[src/rtl/pkt_dispatch_pkg.sv]
package pkt_dispatch_pkg;
    typedef enum logic [1:0] {
        ST_IDLE  = 2'd0,
        ST_COPY  = 2'd1,
        ST_FLUSH = 2'd2
    } disp_state_e;

    localparam int HOST_IDX = 0;
endpackage

[src/rtl/verdict_slot.sv]
module verdict_slot #(
    parameter int W = 6
) (
    input  logic         clk,
    input  logic         rst_n,
    input  logic         in_valid,
    output logic         in_ready,
    input  logic [W-1:0] in_msg,
    output logic         out_valid,
    input  logic         out_ready,
    output logic [W-1:0] out_msg
);
    logic         full;
    logic [W-1:0] hold;

    assign in_ready  = !full;
    assign out_valid = full;
    assign out_msg   = hold;

    always_ff @(posedge clk or negedge rst_n) begin
        if (!rst_n) begin
            full <= 1'b0;
            hold <= '0;
        end else if (in_valid && !full) begin
            full <= 1'b1;
            hold <= in_msg;
        end else if (full && out_ready) begin
            full <= 1'b0;
        end
    end


    held_msg_stable_chk: assert property (@(posedge clk) disable iff (!rst_n)
        (full && !out_ready) |=> (full && $stable(hold)));
endmodule

[src/rtl/dispatch_ctrl.sv]
module dispatch_ctrl
    import pkt_dispatch_pkg::*;
#(
    parameter int NDEST = 5
) (
    input  logic             clk,
    input  logic             rst_n,
    input  logic             msg_valid,
    input  logic             msg_drop,
    input  logic [NDEST-1:0] msg_dest,
    output logic             msg_take,
    input  logic             pf_empty,
    input  logic             pf_eop,
    output logic             pf_rd,
    output logic             pf_flush,
    input  logic [NDEST-1:0] out_ready,
    output logic [NDEST-1:0] out_valid
);
    disp_state_e      state, nxt;
    logic [NDEST-1:0] dest_q;
    logic             all_rdy;
    logic             discard;

    assign all_rdy = &(out_ready | ~dest_q);
    assign discard = msg_drop || (msg_dest == '0);

    always_ff @(posedge clk or negedge rst_n) begin
        if (!rst_n) begin
            state  <= ST_IDLE;
            dest_q <= '0;
        end else begin
            state <= nxt;
            if (msg_take) dest_q <= discard ? '0 : msg_dest;
        end
    end

    always_comb begin
        nxt = state;
        unique case (state)
            ST_IDLE:  if (msg_valid) nxt = discard ? ST_FLUSH : ST_COPY;
            ST_COPY:  if (!pf_empty && all_rdy && pf_eop) nxt = ST_IDLE;
            ST_FLUSH: if (!pf_empty && pf_eop) nxt = ST_IDLE;
            default:  nxt = ST_IDLE;
        endcase
    end

    always_comb begin
        msg_take  = 1'b0;
        pf_rd     = 1'b0;
        pf_flush  = 1'b0;
        out_valid = '0;
        unique case (state)
            ST_IDLE:  msg_take = msg_valid;
            ST_COPY: begin
                if (!pf_empty && all_rdy) begin
                    pf_rd     = 1'b1;
                    out_valid = dest_q;
                end
            end
            ST_FLUSH: begin
                pf_rd    = !pf_empty;
                pf_flush = !pf_empty;
            end
            default: ;
        endcase
    end


    no_send_when_empty_chk: assert property (@(posedge clk) disable iff (!rst_n)
        (|out_valid) |-> !pf_empty);


    lockstep_ready_chk: assert property (@(posedge clk) disable iff (!rst_n)
        (|out_valid) |-> ((out_valid & ~out_ready) == '0));


    flush_silent_chk: assert property (@(posedge clk) disable iff (!rst_n)
        pf_flush |-> (out_valid == '0 && pf_rd));


    eop_returns_idle_chk: assert property (@(posedge clk) disable iff (!rst_n)
        (pf_rd && pf_eop) |=> (state == ST_IDLE));
endmodule

[src/rtl/pkt_dispatch.sv]
module pkt_dispatch #(
    parameter int DATA_W       = 16,
    parameter int NUM_PORTS    = 4,
    parameter int QUEUE_STAGES = 2,
    localparam int NDEST       = NUM_PORTS + 1
) (
    input  logic              clk,
    input  logic              rst_n,
    input  logic              vrd_valid,
    output logic              vrd_ready,
    input  logic              vrd_drop,
    input  logic [NDEST-1:0]  vrd_dest,
    input  logic              pf_empty,
    input  logic [DATA_W-1:0] pf_data,
    input  logic              pf_eop,
    output logic              pf_rd,
    output logic              pf_flush,
    input  logic [NDEST-1:0]  out_ready,
    output logic [NDEST-1:0]  out_valid,
    output logic [DATA_W-1:0] out_data,
    output logic              out_eop
);
    localparam int MW = NDEST + 1;

    logic [QUEUE_STAGES:0] sv;
    logic [QUEUE_STAGES:0] sr;
    logic [MW-1:0]         sm [QUEUE_STAGES+1];

    assign sv[0]     = vrd_valid;
    assign sm[0]     = {vrd_drop, vrd_dest};
    assign vrd_ready = sr[0];

    for (genvar g = 0; g < QUEUE_STAGES; g++) begin : g_stage
        verdict_slot #(.W(MW)) u_slot (
            .clk       (clk),
            .rst_n     (rst_n),
            .in_valid  (sv[g]),
            .in_ready  (sr[g]),
            .in_msg    (sm[g]),
            .out_valid (sv[g+1]),
            .out_ready (sr[g+1]),
            .out_msg   (sm[g+1])
        );
    end

    dispatch_ctrl #(.NDEST(NDEST)) u_ctrl (
        .clk       (clk),
        .rst_n     (rst_n),
        .msg_valid (sv[QUEUE_STAGES]),
        .msg_drop  (sm[QUEUE_STAGES][MW-1]),
        .msg_dest  (sm[QUEUE_STAGES][NDEST-1:0]),
        .msg_take  (sr[QUEUE_STAGES]),
        .pf_empty  (pf_empty),
        .pf_eop    (pf_eop),
        .pf_rd     (pf_rd),
        .pf_flush  (pf_flush),
        .out_ready (out_ready),
        .out_valid (out_valid)
    );

    assign out_data = pf_data;
    assign out_eop  = pf_eop;


    local_held_chk: assert property (@(posedge clk) disable iff (!rst_n)
        (sv[QUEUE_STAGES] && !sr[QUEUE_STAGES]) |=> sv[QUEUE_STAGES]);
endmodule

[config.mk]
export PLATFORM = sky130hd
export DESIGN_NAME = pkt_dispatch
export DESIGN_NICKNAME = d
export VERILOG_FILES = /design/src/rtl/pkt_dispatch_pkg.sv /design/src/rtl/verdict_slot.sv /design/src/rtl/dispatch_ctrl.sv /design/src/rtl/pkt_dispatch.sv
export SDC_FILE = /design/constraint.sdc
export NUM_CORES = 1
export LEC_CHECK = 0
export ABC_AREA = 1
export BUFFER_PORTS_ARGS = -buffer_cell sky130_fd_sc_hd__buf_2
export CORE_MARGIN = 8
export CORE_UTILIZATION = 49
export CTS_BUF_LIST = sky130_fd_sc_hd__clkbuf_4 sky130_fd_sc_hd__clkbuf_8 sky130_fd_sc_hd__clkbuf_16
export DETAILED_ROUTE_END_ITERATION = 6
export GPL_TIMING_DRIVEN = 0
export PLACE_DENSITY = 0.94
export SKIP_CTS_REPAIR_TIMING = 1
export SLEW_MARGIN = 10
export SYNTH_ARGS = -nofsm -noshare
export SYNTH_HDL_FRONTEND = slang
export SYNTH_SLANG_ARGS = --single-unit
export TNS_END_PERCENT = 1
[constraint.sdc]
create_clock -name clk -period 2.29 [get_ports clk]
set_input_delay 0.1145 -clock clk [delete_from_list [all_inputs] [get_ports clk]]
set_output_delay 0.1145 -clock clk [all_outputs]
set_load 0.03 [all_outputs]
## Yosys cells after proc, flatten, opt, wreduce, memory -nomap -nowiden

Cells that the tools add are included.
Widths: inputs -> output; s select.

- Bitwise operators: 2
- Reductions and logical operators: 16
- Mux-type cells: 16
- Equal/unequal tests: 5

Operators by type and width:

| operator | number |
|---|---|
| $mux 5 | 3 |
| $mux 2 | 4 |
| $mux 1 | 7 |
| $logic_and 1x1->1 | 6 |
| $pmux 2 s3 | 1 |
| $logic_not 5->1 | 1 |
| $not 5->5 | 1 |
| $or 5x5->5 | 1 |
| $reduce_and 5->1 | 1 |
| $ne 2x1->1 const B | 2 |
| $reduce_bool 2->1 | 2 |
| $logic_not 1->1 | 3 |
| $reduce_and 3->1 | 1 |
| $eq 2x1->1 const B | 1 |
| $eq 2x2->1 const B | 1 |
| $logic_not 2->1 | 1 |
| $ne 2x2->1 const B | 1 |
| $pmux 1 s2 | 1 |
| $logic_or 1x1->1 | 1 |

- Bits in registers: 21
- Output and inout bits: 25
- Logic and storage cells: 45

## Depth between registers and ports, before layout

Gate-level depths: netlist of the first run.

- Depth after elaboration: 7
- Mapped depth: 9

## Modules after synthesis

From an unflattened synthesis of the first run, not the netlist that was laid out.

- Cells, all modules: 150
- Area, all modules: 1,177.4 um^2

Modules (own cells, without submodules):

| module | area each (um^2) | sequential area each (um^2) | cells each | times used |
|---|---|---|---|---|
| verdict_slot | 265.3 | 175.2 | 28 | 2 |
| dispatch_ctrl | 519.2 | 175.2 | 77 | 1 |
| pkt_dispatch | 127.6 | 0.0 | 17 | 1 |

## Worst setup path after synthesis of the first run

OpenSTA, ideal clock, no wires.

- Path kind: reg-to-output
- Start point: register u_ctrl.state[0]
- End point: output port pf_rd
- Data arrival time: 1.654 ns
- Path buffers: 0
- Stages on the path, launching flop included: 7
- Slack: 0.521 ns
- Cell sequence: dfrtp_1 -> inv_1 -> ha_1 -> inv_1 -> nor2_1 -> inv_1 -> a21boi_1

- Cells in the longest elaborated chain, start to end: 2
- Elaborated cells on any way between the ends: 3
- Those cells by class: eq/ne: 2; mux: 1

Ends and longest elaborated chain:

| item | RTL line | source |
|---|---|---|
| from (decl) | dispatch_ctrl.sv:19 | `disp_state_e state, nxt;` |
| from (signal assigned) | dispatch_ctrl.sv:32 | `state <= nxt;` |
| $eq 2x2->1 / $eq 2x1->1 (equally long branches) | dispatch_ctrl.sv:52 | `unique case (state)` |
| $pmux 1 s2 * | dispatch_ctrl.sv:52 |  |
| to (decl) | pkt_dispatch.sv:16 | `output logic pf_rd,` |

Mark *: on every way between the ends. The rest lies on a longest branch, timed or not.

## Worst setup path in the final report of the first run

- Start point: register u_ctrl.state[1]
- End point: output port pf_rd

Same word-level chain as after synthesis.

==> results.md, run 1 <==
- Top cells by area, synth: dfrtp_1 (45%), buf_4 (11%), inv_1 (6.4%)
- Asr flop ratio synth: 1.00
- WP buf/inv: 2
- GR Util met1: 0.115
- Met3 usage: 0.0550
- Initial Util: 0.527
- Peak supply drop: 823 uV
- CP peak stage delay: 0.41 ns
- Post-synthesis cell type count: 18
- Pleak: 0.000825 uW
- Sw power: roughly 660 uW
- Worst-path fanout max: 6
- Status: completed
- TNS Setup: 0 ns
- Placed cells: 200
- Clock network power share: 0.110
- Seq pwr share: 0.413
- Post-synth top flop: dfrtp_1
- Synth top area share: 0.446
- Post-DP Area: roughly 1400 sq um
- # diodes: 0
- Top post-synthesis cells by count: dfrtp_1 (21), inv_1 (20), buf_4 (17)
- Gpl congestion: about 0.74
- First-pass GRT wire length: 4150 microns
- Clock skew: ~0.009 ns
- GRT busiest layer: met2
- Critical Path RT: around 2.2 ns
- Gr usage total: 0.118
- I/O Buffers: 40
- Clock sink count: 21
- Reg clk slew, reported paths: between 0.1 and 0.15 ns
- Net Sw Frac: 0.418
- Gate power share: 0.477
- CP endpoint kind: primary output
- Synth area leader: dfrtp_1
- Tightest Pin Transition: 0.433 ns
- PwrDens: around 1100 nW/um^2
- First drt pass iteration count: 2
- Ports: 57
- Seq/Total Area, Yosys: 0.446
- Slowest-stage cell, CP: dfrtp_1
- Achievable Freq: between 0.6 and 0.7 GHz
- Core area: 2230 sq um
- HPWL Detailed: 2130 microns
- Syn_nets: ~170
- WL/cell: ~12 microns
- Vias in the first global route: 947
- Rel. slew slack: 0.711
- Worst Hold Class: input port to flop
- Critical path arrival: about 1.5 ns
- Layout Cells excl Fill: roughly 210
- RSZ-0062 raised after global routing: false
- GRT met2 Usage: 0.222
- Worst skew pair latency: ~0.30 ns
- Final number of hold-violating endpoints: 0
- Seq cells post-synth: 21
- Share of layout cells above drive strength 1: 0.441
- CP Class: flop to primary output
- Int Power: slightly above 900 uW
- Final #Nets: about 210
- Mean number of vias per cell: between 4 and 5
- CTS tree: yes
- Initial antenna violation count: 0
- Die W: around 65 microns
- Final Max Tran Viols: 0
- Die Y: between 60 and 70 microns
- Cell area after layout: approximately 1500 sq um
- Via Count: 940
- Global route overflow: 0
- Yosys Warn Count: 0
- Final setup violation count: 0
- Placement row count: 17
- CP delay by family, top: flip-flops
- Count leader, synth: dfrtp_1
- Root Driver: clkbuf_4
- Longest Clk Path Bufs: 2
- Die area: ~4200 sq um
- Tmin final: around 1.6 ns
- Mapped cell area: between 1000 and 1500 sq um
- Final Cycle Share: 0.706
- Final ANT Viol Nets: 0
- Largest net degree at the start of global routing: 22
- Final WL: 2470 microns
- Post-synth EDFFs: 0
- Startpoint Class: flop
- Fill cells: 199
- Syn Inst Count: between 100 and 150
- CP cell instances: inv_1, ha_1, nand3_2, a21boi_1, buf_2
- TritonCTS Buffers: 3
- Area grow syn2layout: 23.2%
- H-tree depth: 1
- Synth Area per Inst: 8.92 sq um
- Max-cap violations: 0
- Post-route DRC: 0
- DRC marker count from the first detailed-route iteration: 10
state kept, by name (all words and copies together), names as in the netlist:
signal	flops
g_stage.u_slot.out_valid	2
u_ctrl.state	2
u_ctrl.dest_q	5
g_stage.u_slot.out_msg	12
power by group through the flow:
stage	sequential [uW]	combinational, uW	clock [uW]
final	649	749	173
after floorplan	630	610	0
after detailed placement	662	754	0
after CTS	653	759	174
after global routing	673	846	195
after global placement	647	714	0
stage by stage:
| step | worst slack, ns | total power, uW | hold slack, ns | util |
|---|---|---|---|---|
| 6_report | 0.672 | 1570 | 0.0364 | 0.649 |
| 4_1_cts | 0.662 | 1590 | -0.249 | 0.645 |
| 2_1_floorplan | 0.521 | 1240 | -0.181 | - |
| 3_3_place_gp | 1.03 | 1360 | 0.0695 | 0.632 |
| 5_1_grt | 0.519 | 1710 | 0.0240 | 0.649 |
| 3_5_place_dp | 0.995 | 1420 | 0.0830 | 0.632 |
cells by family after synthesis:
| kind of cell | count (synthesis) | synth area share |
|---|---|---|
| adder cells (fa/ha/maj) | 3 | 0.0319 |
| AND/OR/NAND/NOR | 44 | 0.179 |
| multiplexers | 7 | 0.0797 |
| flip-flops | 21 | 0.446 |
| AO/OA/AOI/OAI | 15 | 0.0755 |
| buffers and inverters | 42 | 0.188 |
placed cells by master (no fill, tap or decap):
| master | netlist | final |
|---|---|---|
| dfrtp_1 | 21 | 21 |
| nand2_2 | 2 | 2 |
| nor2_1 | 13 | 13 |
| mux2_1 | 3 | 3 |
| a21oi_4 | 1 | 1 |
| clkbuf_4 | 0 | 3 |
| dlygate4sd3_1 | 0 | 1 |
| nand2_1 | 16 | 16 |
| mux2_4 | 4 | 4 |
| a21boi_1 | 1 | 1 |
| nor2_2 | 1 | 1 |
| a21oi_1 | 4 | 4 |
| nand2_4 | 2 | 2 |
| buf_2 | 0 | 40 |
| nand3_1 | 8 | 8 |
| buf_4 | 17 | 17 |
| inv_1 | 20 | 20 |
| o21ai_1 | 9 | 9 |
| nand3_2 | 2 | 2 |
| ha_1 | 3 | 3 |
| clkinv_2 | 0 | 1 |
| inv_2 | 5 | 5 |
worst reg2reg max path, cell delays in order (launching register included):
cell and delay (ns):
dfrtp_1 0.42, inv_1 0.09, ha_1 0.14, inv_1 0.05, a21oi_1 0.25, a21oi_4 0.07
nand3_1 0.10, nand2_1 0.06
layer usage:
layer | vias to the layer above | wire (microns)
met5 | - | 0
li1 | 479 | -
met3 | 2 | 320
met2 | 40 | 1200
met4 | 0 | 4
met1 | 419 | 940
cell type report:
type	instances	area, sq um	share of cell area
clock inverter	1	5.00	0.00345
tap	28	35.0	0.0242
buffer	17	128	0.0880
inverter	25	93.8	0.0647
timing repair buffer	41	210	0.145
multi-input combinational	69	430	0.297
clock buffer	3	22.5	0.0155
sequential	21	526	0.362
worst paths after layout:
check	start	end	slack (ns)	depth (start not counted)
max	u_ctrl.state[1]$_DFFE_PN0P_	pf_rd	0.67	5
max reg2reg	u_ctrl.state[0]$_DFFE_PN0P_	u_ctrl.state[0]$_DFFE_PN0P_	1.03	7
min in group asynchronous	rst_n	g_stage[0].u_slot.out_msg[4]$_DFFE_PN0P_	0.27	2
min reg2reg	g_stage[0].u_slot.out_msg[3]$_DFFE_PN0P_	g_stage[1].u_slot.out_msg[3]$_DFFE_PN0P_	0.52	1
min	vrd_dest[3]	g_stage[0].u_slot.out_msg[3]$_DFFE_PN0P_	0.04	2
max in group asynchronous	rst_n	u_ctrl.state[1]$_DFFE_PN0P_	1.71	2
Power figures use the tool's default switching activity.
==> run 2: changes to the inputs <==
--- a/config.mk
+++ b/config.mk
@@ -8,11 +8,11 @@
 export ABC_AREA = 1
 export BUFFER_PORTS_ARGS = -buffer_cell sky130_fd_sc_hd__buf_2
 export CORE_MARGIN = 8
-export CORE_UTILIZATION = 49
+export CORE_UTILIZATION = 45
 export CTS_BUF_LIST = sky130_fd_sc_hd__clkbuf_4 sky130_fd_sc_hd__clkbuf_8 sky130_fd_sc_hd__clkbuf_16
 export DETAILED_ROUTE_END_ITERATION = 6
 export GPL_TIMING_DRIVEN = 0
-export PLACE_DENSITY = 0.94
+export PLACE_DENSITY = 0.88
 export SKIP_CTS_REPAIR_TIMING = 1
 export SLEW_MARGIN = 10
 export SYNTH_ARGS = -nofsm -noshare
==> constraint.sdc (replaced) <==
create_clock -name clk -period 1.49 [get_ports clk]
set_input_delay 0.0745 -clock clk [delete_from_list [all_inputs] [get_ports clk]]
set_output_delay 0.0745 -clock clk [all_outputs]
set_load 0.03 [all_outputs]
==> results.md, run 2 (same netlist as run 1, synthesis figures left out) <==
- Status: complete, but fails checks
- Failing checks: setup timing
- Slowest-stage cell, CP: dfrtp_1
- Final Cycle Share: 1.00
- Initial Util: 0.475 (-0.0519)
- Fin Hold WS: 0.0384 ns (+0.00190 ns)
- Sw power: 1050 uW (+59%)
- HPWL Detailed: 2020 microns (-4.9%)
- Reg-to-reg slack, setup: 0.11 ns (-0.92 ns)
- Met3 WL: 366 microns (+14%)
- Initial antenna violation count: 0 (unchanged)
- Gr usage total: 0.104 (-0.0138)
- Area of the multi-input gates: 477 sq um (+11%)
- Pwr Total: 2560 uW (+63%)
- Clock skew: 0.00262 ns (-0.00618 ns)
- Met1 wire length: 965 microns (+2.7%)
- Clock network power share: 0.109 (about the same)
- Final Max Tran Viols: 0 (unchanged)
- Core area: 2480 sq um (+11%)
- Area grow syn2layout: 34.4%
- Reg clk slew, reported paths: 0.11 ns (about the same)
- Int Power: 1520 uW (+66%)
- Post-route DRC: 0 (unchanged)
- Placement row count: 18 (+1)
- Final Util: 0.639 (-0.0104)
- WL/cell: 11.6 microns (-3.4%)
- PwrDens: 1620 nW/um^2 (+49%)
- Final WL: 2490 microns (+0.81%)
- H-tree depth: 1 (unchanged)
- Most Frequent Cell on Critical Path: inv_2
- I/O Buffers: 40 (unchanged)
- Number of flip-flops in the largest register: 12 (unchanged)
- Die area: 4510 sq um (+6.7%)
- Via Count: 965 (+2.7%)
- Worst skew pair latency: 0.29 ns (about the same)
- Largest net degree at the start of global routing: 22 (unchanged)
- Hold Startpoint: vrd_drop
- Met2 WL: 1140 microns (-5.2%)
- Critical Path RT: 1.42 ns (-0.76 ns)
- Net Sw Frac: 0.409 (-0.00957)
- Critical path arrival: 1.42 ns (-0.08 ns)
- Fill cells: 221 (+11%)
- Post-DP Area: 1420 sq um (+0.62%)
- CP peak stage delay: 0.44 ns (+0.03 ns)
- Area occupied by registers: 526 sq um (unchanged)
- CP endpoint kind: primary output
- Startpoint Class: flop
- Share of layout cells above drive strength 1: 0.484 (+0.0430)
- Root Driver: clkbuf_4
- Reg2reg path depth: 8 (+1)
- CP cell instances: inv_2, ha_4, inv_2, nor2_2, inv_1, a21boi_2, buf_6
- Pleak: 0.000857 uW (+3.9%)
- Top sig layer: met4
- Tmin final: roughly 1.5 ns
- Gpl congestion: 0.765 (+2.7%)
- WP buf/inv: 4 (+2)
- Hold Path End: g_stage[0].u_slot.out_msg[5]$_DFFE_PN0P_
- Worst Hold Depth: 3 (+1)
- PnR worst setup slack: -0.00598 ns (-0.678 ns)
- Mean number of vias per cell: 4.51 (-1.7%)
- Die W: 67.2 microns (+3.3%)
- Rel. slew slack: 0.706 (-0.00478)
- Die Y: 67.2 microns (+3.3%)
- Worst-path fanout max: 3 (-3)
- First-pass GRT wire length: 3670 microns (-11%)
- Tightest Pin Transition: 0.441 ns (+0.00717 ns)
- Clock sink count: 21 (unchanged)
- First drt pass iteration count: 4 (+2)
- Vias in the first global route: 867 (-8.4%)
- Seq pwr share: 0.394 (-0.019)
- Worst Hold Class: input port to flop
- Final ANT Viol Nets: 0 (unchanged)
- Most common cell after layout, fill and taps aside: buf_2
- CP Launch Point: u_ctrl.state[0]$_DFFE_PN0P_
- Peak supply drop: 1470 uV (+79%)
- Reg-to-Reg Start: u_ctrl.state[0]$_DFFE_PN0P_
- Most frequent cells in the layout: buf_2 (34), buf_4 (25), dfrtp_1 (21)
- Gate power share: 0.497 (+0.020)
- DRC marker count from the first detailed-route iteration: 20 (+10)
- Final setup violation count: 1 (+1)
- RSZ-0062 raised after global routing: true
- Ports: 57 (unchanged)
- CTS tree: yes
- Achievable Freq: 0.668 GHz
- Global route overflow: 0 (unchanged)
- R2R Path End: u_ctrl.state[0]$_DFFE_PN0P_
- CP Class: flop to primary output
- Final number of hold-violating endpoints: 0 (unchanged)
- Cell area after layout: 1580 sq um (+9.1%)
- Longest Clk Path Bufs: 2 (unchanged)
- Max-cap violations: 0 (unchanged)
- CP delay by family, top: flip-flops
- # diodes: 0 (unchanged)
- Final #Nets: 220 (+3.3%)
- TritonCTS Buffers: 3 (unchanged)
run 2: tightest hold or removal path: stages:
cell and delay (ns):
buf_2 0.10, nor2_1 0.09, a21oi_1 0.05
run 2: area by class of cell:
type | instances | share of cell area
buffer | 17 | 0.0806
clock buffer | 4 | 0.0190
inverter | 25 | 0.0593
multi-input combinational | 69 | 0.301
sequential | 21 | 0.332
tap | 30 | 0.0237
timing repair buffer | 48 | 0.184
run 2: metrics by stage:
step | setup slack (ns) | std cells | TNS, ns
floorplan | 0.0690 | 132 | 0
global placement | 0.266 | 202 | 0
detailed placement | 0.241 | 202 | 0
CTS | -0.104 | 206 | -0.461
global route | -0.120 | 214 | -0.541
finish | -0.00598 | 214 | -0.00598
run 2: worst max path at each step:
stage,slack [ns],cells past startpoint,endpoint
6_report,-0.006,7,pf_rd
5_1_grt,-0.12,6,pf_rd
4_1_cts,-0.10,5,pf_rd
3_5_place_dp,0.24,5,pf_rd
3_3_place_gp,0.27,5,pf_rd
2_1_floorplan,0.07,6,pf_rd
run 2: power by group through the flow:
stage / Sequential, uW / Combinational (uW) / Clock, uW
global placement: 998 / 1120 / 0
detailed placement: 1010 / 1160 / 0
global route: 1040 / 1420 / 328
CTS: 998 / 1170 / 289
floorplan: 968 / 946 / 0
finish: 1010 / 1270 / 279
run 2: metal layers:
layer | GRT usage | vias up
li1 | - | 492
met1 | 0.111 | 426
met5 | 0 | -
met3 | 0.0530 | 2
met4 | 0.0313 | 0
met2 | 0.178 | 45
